**src/rtl/tmr_pkg.sv**
```systemverilog
package tmr_pkg;

    typedef enum logic [2:0] {
        CMD_NONE   = 3'd0,
        CMD_RETRIG = 3'd1,
        CMD_STOP   = 3'd2,
        CMD_UPDATE = 3'd3,
        CMD_SNAP   = 3'd4
    } tmr_cmd_e;

    typedef enum logic {
        ST_IDLE = 1'b0,
        ST_RUN  = 1'b1
    } tmr_state_e;

    // control byte bit positions
    localparam int unsigned BIT_DIR   = 0;
    localparam int unsigned BIT_LOCK  = 1;
    localparam int unsigned BIT_ONE   = 2;
    localparam int unsigned CMD_LSB   = 5;
    localparam int unsigned CMD_MSB   = 7;

    // register addresses
    localparam int unsigned A_CLR  = 0;
    localparam int unsigned A_SET  = 1;
    localparam int unsigned A_PERB = 2;
    localparam int unsigned A_CCB  = 3;
    localparam int unsigned A_SNAP = 4;
    localparam int unsigned A_PER  = 5;
    localparam int unsigned A_CC   = 6;

endpackage

```
**src/rtl/tmr_ctrl_reg.sv**
```systemverilog
module tmr_ctrl_reg
    import tmr_pkg::*;
(
    input  logic       clk,
    input  logic       rst_n,
    input  logic       wr_set,
    input  logic       wr_clr,
    input  logic [7:0] wdata,
    input  logic       cmd_done,
    output logic [7:0] ctrl
);
    logic [2:0] mode_q;
    logic [2:0] cmd_q;
    logic       new_cmd;

    assign new_cmd = wr_set && (wdata[CMD_MSB:CMD_LSB] != 3'd0);

    // mode bits: set view raises, clear view lowers
    always_ff @(posedge clk or negedge rst_n) begin
        if (!rst_n) begin
            mode_q <= 3'b000;
        end else if (wr_set) begin
            mode_q <= mode_q | wdata[2:0];
        end else if (wr_clr) begin
            mode_q <= mode_q & ~wdata[2:0];
        end
    end

    // pending command: a fresh write wins over completion
    always_ff @(posedge clk or negedge rst_n) begin
        if (!rst_n) begin
            cmd_q <= 3'd0;
        end else if (new_cmd) begin
            cmd_q <= wdata[CMD_MSB:CMD_LSB];
        end else if (cmd_done) begin
            cmd_q <= 3'd0;
        end
    end

    assign ctrl = {cmd_q, 2'b00, mode_q};

endmodule

```
**src/rtl/tmr_buf.sv**
```systemverilog
module tmr_buf #(
    parameter int unsigned CNT_W    = 16,
    parameter logic [CNT_W-1:0] PER_INIT = '1
) (
    input  logic             clk,
    input  logic             rst_n,
    input  logic             wr_per,
    input  logic             wr_cc,
    input  logic [CNT_W-1:0] wdata,
    input  logic             copy,
    output logic [CNT_W-1:0] per_buf,
    output logic [CNT_W-1:0] cc_buf,
    output logic [CNT_W-1:0] per_act,
    output logic [CNT_W-1:0] cc_act
);
    always_ff @(posedge clk or negedge rst_n) begin
        if (!rst_n) begin
            per_buf <= PER_INIT;
            cc_buf  <= '0;
        end else begin
            if (wr_per) per_buf <= wdata;
            if (wr_cc)  cc_buf  <= wdata;
        end
    end

    always_ff @(posedge clk or negedge rst_n) begin
        if (!rst_n) begin
            per_act <= PER_INIT;
            cc_act  <= '0;
        end else if (copy) begin
            per_act <= per_buf;
            cc_act  <= cc_buf;
        end
    end

endmodule

```
**src/rtl/tmr_core.sv**
```systemverilog
module tmr_core
    import tmr_pkg::*;
#(
    parameter int unsigned CNT_W = 16
) (
    input  logic             clk,
    input  logic             rst_n,
    input  logic             tick,
    input  tmr_cmd_e         cmd,
    input  logic             dir_down,
    input  logic             one_shot,
    input  logic [CNT_W-1:0] per,
    output logic [CNT_W-1:0] count,
    output logic [CNT_W-1:0] snap,
    output logic             running,
    output logic             wrap,
    output logic             cmd_done,
    output logic             force_upd
);
    tmr_state_e       state_q, state_d;
    logic [CNT_W-1:0] cnt_q, cnt_d;
    logic [CNT_W-1:0] snap_q, snap_d;
    logic             at_end;
    logic [CNT_W-1:0] start_val;

    assign at_end    = dir_down ? (cnt_q == '0) : (cnt_q == per);
    assign start_val = dir_down ? per : '0;

    // state register
    always_ff @(posedge clk or negedge rst_n) begin
        if (!rst_n) begin
            state_q <= ST_IDLE;
            cnt_q   <= '0;
            snap_q  <= '0;
        end else begin
            state_q <= state_d;
            cnt_q   <= cnt_d;
            snap_q  <= snap_d;
        end
    end

    // next state
    always_comb begin
        state_d = state_q;
        if (tick) begin
            unique case (state_q)
                ST_IDLE: begin
                    if (cmd == CMD_RETRIG) state_d = ST_RUN;
                end
                ST_RUN: begin
                    if (cmd == CMD_STOP)
                        state_d = ST_IDLE;
                    else if (cmd != CMD_RETRIG && at_end && one_shot)
                        state_d = ST_IDLE;
                end
                default: state_d = ST_IDLE;
            endcase
        end
    end

    // datapath outputs
    always_comb begin
        cnt_d  = cnt_q;
        snap_d = snap_q;
        wrap   = 1'b0;
        if (tick) begin
            if (cmd == CMD_SNAP) snap_d = cnt_q;
            unique case (state_q)
                ST_IDLE: begin
                    if (cmd == CMD_RETRIG) cnt_d = start_val;
                end
                ST_RUN: begin
                    if (cmd == CMD_RETRIG) begin
                        cnt_d = start_val;
                    end else if (cmd != CMD_STOP) begin
                        if (at_end) begin
                            cnt_d = start_val;
                            wrap  = 1'b1;
                        end else if (dir_down) begin
                            cnt_d = cnt_q - 1'b1;
                        end else begin
                            cnt_d = cnt_q + 1'b1;
                        end
                    end
                end
                default: cnt_d = cnt_q;
            endcase
        end
    end

    assign cmd_done  = tick && (cmd != CMD_NONE);
    assign force_upd = tick && (cmd == CMD_UPDATE);
    assign count     = cnt_q;
    assign snap      = snap_q;
    assign running   = (state_q == ST_RUN);

endmodule

```
**src/rtl/tmr_channel.sv**
```systemverilog
module tmr_channel
    import tmr_pkg::*;
#(
    parameter int unsigned      CNT_W    = 16,
    parameter int unsigned      ADDR_W   = 3,
    parameter logic [CNT_W-1:0] PER_INIT = '1
) (
    input  logic              clk,
    input  logic              rst_n,
    input  logic              tick,
    input  logic              cap_mode,
    input  logic              bus_wr,
    input  logic [ADDR_W-1:0] bus_addr,
    input  logic [CNT_W-1:0]  bus_wdata,
    output logic [CNT_W-1:0]  bus_rdata,
    output logic [CNT_W-1:0]  count_o,
    output logic              running_o,
    output logic              match_o
);
    logic [7:0]       ctrl_q;
    logic             wr_set, wr_clr, wr_per, wr_cc;
    logic             cmd_done, force_upd, wrap, copy;
    logic [CNT_W-1:0] per_buf, cc_buf, per_act, cc_act, snap;
    tmr_cmd_e         cmd;

    assign wr_set = bus_wr && (bus_addr == ADDR_W'(A_SET));
    assign wr_clr = bus_wr && (bus_addr == ADDR_W'(A_CLR));
    assign wr_per = bus_wr && (bus_addr == ADDR_W'(A_PERB));
    assign wr_cc  = bus_wr && (bus_addr == ADDR_W'(A_CCB));

    tmr_ctrl_reg u_ctrl (
        .clk      (clk),
        .rst_n    (rst_n),
        .wr_set   (wr_set),
        .wr_clr   (wr_clr),
        .wdata    (bus_wdata[7:0]),
        .cmd_done (cmd_done),
        .ctrl     (ctrl_q)
    );

    assign cmd = tmr_cmd_e'(ctrl_q[CMD_MSB:CMD_LSB]);

    tmr_core #(.CNT_W(CNT_W)) u_core (
        .clk       (clk),
        .rst_n     (rst_n),
        .tick      (tick),
        .cmd       (cmd),
        .dir_down  (ctrl_q[BIT_DIR]),
        .one_shot  (ctrl_q[BIT_ONE]),
        .per       (per_act),
        .count     (count_o),
        .snap      (snap),
        .running   (running_o),
        .wrap      (wrap),
        .cmd_done  (cmd_done),
        .force_upd (force_upd)
    );

    assign copy = force_upd || (wrap && (!ctrl_q[BIT_LOCK] || cap_mode));

    tmr_buf #(.CNT_W(CNT_W), .PER_INIT(PER_INIT)) u_buf (
        .clk     (clk),
        .rst_n   (rst_n),
        .wr_per  (wr_per),
        .wr_cc   (wr_cc),
        .wdata   (bus_wdata),
        .copy    (copy),
        .per_buf (per_buf),
        .cc_buf  (cc_buf),
        .per_act (per_act),
        .cc_act  (cc_act)
    );

    always_comb begin
        bus_rdata = '0;
        unique case (bus_addr)
            ADDR_W'(A_CLR), ADDR_W'(A_SET): bus_rdata = CNT_W'(ctrl_q);
            ADDR_W'(A_PERB): bus_rdata = per_buf;
            ADDR_W'(A_CCB):  bus_rdata = cc_buf;
            ADDR_W'(A_SNAP): bus_rdata = snap;
            ADDR_W'(A_PER):  bus_rdata = per_act;
            ADDR_W'(A_CC):   bus_rdata = cc_act;
            default:         bus_rdata = '0;
        endcase
    end

    assign match_o = running_o && (count_o == cc_act);

endmodule

```
**config.mk**
```make
export PLATFORM = sky130hd
export DESIGN_NAME = tmr_channel
export DESIGN_NICKNAME = d
export VERILOG_FILES = /design/src/rtl/tmr_pkg.sv /design/src/rtl/tmr_ctrl_reg.sv /design/src/rtl/tmr_buf.sv /design/src/rtl/tmr_core.sv /design/src/rtl/tmr_channel.sv
export SDC_FILE = /design/constraint.sdc
export NUM_CORES = 1
export LEC_CHECK = 0
export BUFFER_PORTS_ARGS = -buffer_cell sky130_fd_sc_hd__buf_4
export CAP_MARGIN = 20
export CORE_ASPECT_RATIO = 1.25
export CORE_MARGIN = 5
export CORE_UTILIZATION = 49
export DETAILED_ROUTE_END_ITERATION = 8
export PLACE_DENSITY_LB_ADDON = 0.08
export SETUP_SLACK_MARGIN = 0.15
export SYNTH_ARGS = -nofsm -noshare
export SYNTH_HDL_FRONTEND = slang
export SYNTH_HIERARCHICAL = 1
export SYNTH_SLANG_ARGS = --single-unit
```
**constraint.sdc**
```tcl
create_clock -name clk -period 2.6 [get_ports clk]
set_clock_uncertainty 0.05 [all_clocks]
set_input_delay 0 -clock clk [delete_from_list [all_inputs] [get_ports clk]]
set_output_delay 0 -clock clk [all_outputs]
set_load 0.01 [all_outputs]
```
Word level (Yosys, flattened, before mapping)
Index checks and enable logic that the tools add are counted.
{"block": "op_classes", "shift": 0, "div": 0, "n_eq_ne": 16, "addsub": 2, "n_lt_le_gt_ge": 0, "bitwise": 4, "reduce_logical": 23, "n_mux": 22, "multipliers": 0}
{"operator": "2-to-1 mux 16 bit", "count": 6}
{"operator": "one-hot mux 16 bit (6 select lines)", "count": 1}
{"operator": "equality test 16 bit", "count": 2}
{"operator": "one-hot mux 16 bit (2 select lines)", "count": 1}
{"operator": "adder 16 x 1 -> 16 bit (second input constant)", "count": 1}
{"operator": "logical NOT 16 bit", "count": 1}
{"operator": "subtractor 16 x 1 -> 16 bit (second input constant)", "count": 1}
{"operator": "equality test 3 x 2 -> 1 bit (second input constant)", "count": 4}
{"operator": "equality test 3 bit (second input constant)", "count": 4}
{"operator": "2-to-1 mux 3 bit", "count": 4}
{"operator": "logical AND 1 bit", "count": 11}
{"operator": "2-to-1 mux 1 bit", "count": 9}
{"operator": "equality test 3 x 1 -> 1 bit (second input constant)", "count": 2}
{"operator": "nonzero test 3 bit", "count": 2}
{"operator": "nonzero test 2 bit", "count": 2}
{"operator": "AND 3 bit", "count": 1}
{"operator": "logical NOT 3 bit", "count": 1}
{"operator": "inequality test 3 x 1 -> 1 bit (second input constant)", "count": 1}
{"operator": "inequality test 3 x 2 -> 1 bit (second input constant)", "count": 1}
{"operator": "inequality test 3 bit (second input constant)", "count": 1}
{"operator": "NOT 3 bit", "count": 1}
{"operator": "OR 3 bit", "count": 1}
{"operator": "AND reduction 3 bit", "count": 1}
{"operator": "logical OR 1 bit", "count": 2}
{"operator": "other kinds (6)", "count": 6}
{"block": "totals", "elab_cells": 76, "romBits": 0, "output_inout_bits": 34, "memories": 0, "ramBits": 0, "latchBits": 0, "register_bits": 103}

Longest topological paths before layout
{"block": "logic_depth", "depth_word": 9, "mapped_depth": 10, "depth_no_buf": 8}

Cells and area by module
Netlist, hierarchy kept.
{"module": "tmr_buf", "area_each_um2": 2683.8, "cells_per_inst": 136, "n_inst": 1}
{"module": "tmr_core", "area_each_um2": 2612.5, "cells_per_inst": 286, "n_inst": 1}
{"module": "tmr_channel", "area_each_um2": 982.2, "cells_per_inst": 138, "n_inst": 1}
{"module": "tmr_ctrl_reg", "area_each_um2": 266.5, "cells_per_inst": 23, "n_inst": 1}

Worst setup path before layout
No wires, ideal clock.
{"block": "synth_path", "kind": "flip-flop to flip-flop", "startpoint": "register (tool-made name)", "endpoint": "register u_core.cnt_q[15] (netlist: u_core/count[15])", "stages_incl_launch_ff": 9, "setup_time_ns": 0.134, "synth_period_minus_slack_ns": 2.421, "arrival_ns": 2.237, "setup_slack_ns": 0.179, "path_cell_list": "dfrtp_1 > ha_1 > buf_2 > a21oi_1 > o21ai_1 > a211oi_2 > a2111oi_4 > a2111oi_2 > nor4_2"}
{"element": "end signal: assignment", "line_no": "tmr_core.sv:37", "rtl": "cnt_q <= cnt_d;"}
{"element": "end: declaration", "line_no": "tmr_core.sv:21", "rtl": "logic [CNT_W-1:0] cnt_q, cnt_d;"}

Worst setup path after layout
{"block": "layout_path", "startpoint": "register u_buf.per_act[3]", "endpoint": "register u_buf.cc_act[11]"}
{"block": "layout_between", "elab_chain_cells": 9}
{"element": "start: declaration", "line_no": "tmr_buf.sv:13", "rtl": "output logic [CNT_W-1:0] per_act,"}
{"element": "start signal: assignment", "line_no": "tmr_buf.sv:31", "rtl": "per_act <= per_buf;"}
{"element": "equality test 16 bit", "line_no": "tmr_core.sv:26", "rtl": "assign at_end = dir_down ? (cnt_q == '0) : (cnt_q == per);"}
{"element": "2-to-1 mux 1 bit", "line_no": "tmr_core.sv:26"}
{"element": "2-to-1 mux 1 bit", "line_no": "tmr_core.sv:76", "rtl": "if (at_end) begin"}
{"element": "2-to-1 mux 1 bit", "line_no": "tmr_core.sv:75", "rtl": "end else if (cmd != CMD_STOP) begin"}
{"element": "2-to-1 mux 1 bit", "line_no": "tmr_core.sv:73", "rtl": "if (cmd == CMD_RETRIG) begin"}
{"element": "2-to-1 mux 1 bit", "line_no": "tmr_core.sv:68", "rtl": "unique case (state_q)"}
{"element": "2-to-1 mux 1 bit", "line_no": "tmr_core.sv:66", "rtl": "if (tick) begin"}
{"element": "net wrap", "line_no": "tmr_channel.sv:22", "rtl": "logic cmd_done, force_upd, wrap, copy;"}
{"element": "logical AND 1 bit", "line_no": "tmr_channel.sv:59", "rtl": "assign copy = force_upd || (wrap && (!ctrl_q[BIT_LOCK] || cap_mode));"}
{"element": "logical OR 1 bit", "line_no": "tmr_channel.sv:59"}
{"element": "net copy", "line_no": "tmr_channel.sv:22"}
{"element": "end signal: assignment", "line_no": "tmr_buf.sv:32", "rtl": "cc_act <= cc_buf;"}
{"element": "end: declaration", "line_no": "tmr_buf.sv:14", "rtl": "output logic [CNT_W-1:0] cc_act"}
The timed path passes the listed nets, and every way through them passes these cells.
A chain may end at the register's enable or synchronous reset.

==> metrics.txt <==
DIE AREA approximately 16,000 um^2; input/output buffers 57; leakage 3.50 nW; register bit total from synthesis 103; most common cell after layout, fill and taps aside buf_4; IO Count 58; most frequent cells in the layout buf_4 (102), dfrtp_1 (64), mux2_4 (52); share of cells above drive strength 1 42.8%; crit path kind reg2reg; Initial Util 49.7%; clk slew on worst S/H paths about 0.070 ns; top sig layer met4; area grow syn2layout 24.0%; Die X 113 um; pwr dens 1150 nW/um^2; diode count 0; slew of the pin with the lowest slew margin 0.757 ns; chip height approximately 140 um; clock share of power 14.0%; DR vias/cell 5.80; status completed; met2 WL post-DR 9070 um; Setup TNS 0 ns; TritonCTS clock tree yes; Seq/Total Area, Yosys 40.0%; htree depth 3; RSZ-0062 raised after global routing true; yosys warns 6; Critical Path Start Type register; dpl cells 815; CORE AREA 13,200 um^2; GPL Wtd Cong 0.841; via count 4,990; switching share of total power between 30% and 40%; WL met1 8240 um; Final Non-Filler Cells 860; Routed met3 length 528 um; number of setup violations in the final report 0; CTS Buffer Depth 2; EDFF count, synth 0; library cells used by synthesis 75; Rel. slew slack 49.4%; Tot GR Track Use 22.4%; Switch Pwr roughly 3.7 mW; routed length per instance 21.1 um; DP Wirelength 12,900 um; initial antenna violation count 0; CTS root buf clkbuf_16; WP data required approximately 2.8 ns; DR DRC count 0; global-route wire length before repair 28,200 um; TritonCTS Buffers 9; final hold vios 0; worst-skew pair later-pin latency between 0.3 and 0.4 ns; f_max 400 MHz; ys async rst share 100%; Logic pwr share between 50% and 60%; Seq pwr share between 30% and 40%; nets@finish 723; total internal power between 5 and 6 mW; Mean Syn Cell Area around 11 um^2; largest net degree at the start of global routing 48; 1st-iter DRT viols 319; vias in the first global route 5,086; highest net fanout along the worst path 6; Post-Syn Area 6550 um^2; min-delay worst type in2reg; Critical Path Sink Type register; gr ovfl total 0; ANT nets after route 0; clk sinks 103; Row Count 47; max-cap viol count 0; synthesized instance count 583; Max Slew Vio Count 0; drt total wl 18,100 um; Max IR drop VDD 0.000495 V; period utilization 96.1%; first-pass detailed-route iteration total 5; crit path DAT 2.68 ns; Main synth FF type dfrtp_1; fin crit period around 2.5 ns
[layer usage]
layer | up-vias | global-route usage, %
met5 | - | 0
met4 | 0 | 5.06
met1 | 2495 | 31.4
li1 | 2368 | -
met3 | 20 | 2.69
met2 | 107 | 37.4
[power by group through the flow]
stage                     combinational (mW)  sequential (mW)  clock, mW
after detailed placement                4.29             3.12          0
after CTS                               4.41             3.10       1.33
final                                   4.85             3.14       1.30
after floorplan                         2.77             3.01          0
after global placement                  4.24             3.10          0
after global routing                    5.22             3.24       1.38
[synthesized netlist by cell type, drive strengths merged, types with 4 or more instances]
cell | number | area, um^2
and3 | 6 | 37.5
or3 | 10 | 62.6
a22o | 12 | 105
mux2 | 81 | 1100
nand2 | 37 | 139
buf | 31 | 295
o21ai | 20 | 104
o211ai | 5 | 42.5
dfrtp | 71 | 1780
nand3 | 15 | 75.1
xor2 | 25 | 219
mux2i | 19 | 190
nor2b | 10 | 70.1
a21oi | 28 | 140
nor4 | 8 | 56.3
a31oi | 6 | 37.5
inv | 8 | 30.0
a221o | 10 | 100
ha | 14 | 175
nand4 | 16 | 100
nor3 | 7 | 35.0
xnor2 | 19 | 166
nor2 | 32 | 120
clkbuf | 7 | 27.5
a211oi | 4 | 52.6
dfstp | 32 | 841
[per-stage QoR]
step           hold slack (ns)  util [%]  instance area, um^2  setup slack (ns)  total power [mW]
2_1_floorplan           -0.346         -                 6550             0.179              5.78
3_3_place_gp          -0.00162      55.0                 7240            0.0628              7.34
3_5_place_dp          -0.00772      55.0                 7240            0.0443              7.40
4_1_cts                0.00405      58.8                 7750             0.107              8.84
5_1_grt                 0.0393      61.6                 8120            0.0373              9.84
6_report                0.0388      61.6                 8120             0.101              9.29
[path summary, 6_finish.rpt]
kind / startpoint / to / slack, ns / depth (start not counted)
worst min register to register: u_core/snap[0] / u_core/snap[0] / 0.46 / 1
worst max register to register: u_buf/per_act[3] / u_buf/cc_act[11] / 0.10 / 9
worst min-delay path: tick / u_core/running / 0.04 / 4
max in group asynchronous: rst_n / u_buf/per_buf[11] / 1.47 / 3
worst max-delay path: u_buf/per_act[3] / u_buf/cc_act[11] / 0.10 / 9
min in group asynchronous: rst_n / asynchronous set/reset pin / 0.16 / 2
[state kept, by name, indices dropped and copies added, names as in the netlist, named ones only]
name            flops
u_buf/cc_buf       16
u_buf/per_buf      16
u_buf/per_act      16
u_core/count       16
u_buf/cc_act       16
u_core/snap        16
u_core/running      1
u_ctrl/cmd_q        3
[layout make-up]
cell class | count | area [um^2]
Timing Repair Buffer | 127 | 1100
Fill cell | 1087 | 5060
Multi-Input combinational cell | 435 | 3860
Clock buffer | 12 | 256
Sequential cell | 103 | 2630
Clock inverter | 4 | 30.0
Tap cell | 171 | 214
Inverter | 8 | 30.0
[critical path: stages, from the launching register on]
cell       delay, ns
dfstp_2         0.56
xor2_2          0.10
nor4_2          0.30
nand4_1         0.16
nor2_2          0.16
o21a_1          0.18
o211a_1         0.17
a21o_4          0.22
clkbuf_16       0.19
mux2_4          0.29
[kinds of logic (layout without fill, tap and decap cells)]
kind of cell             Yosys count  after routing  synth area share (%)
adder cells (fa/ha/maj)           15             15                  2.98
AO/OA/AOI/OAI                    118            118                  13.6
buffers and inverters             46            151                  5.39
AND/OR/NAND/NOR                  156            156                  12.4
flip-flops                       103            103                  40.0
multiplexers                     100            100                  19.7
XOR/XNOR                          44             44                  5.89
other                              1              2                0.0573
[repair_timing]
action	CTS	global route
pin swaps	5	14
setup buffers	0	8
hold buffers	17	0
endpoints found under the setup margin	37	38
cloned	0	4
resized for setup	15	41
hold endpoints to repair	83	0
(Power assumes the default switching activity.)
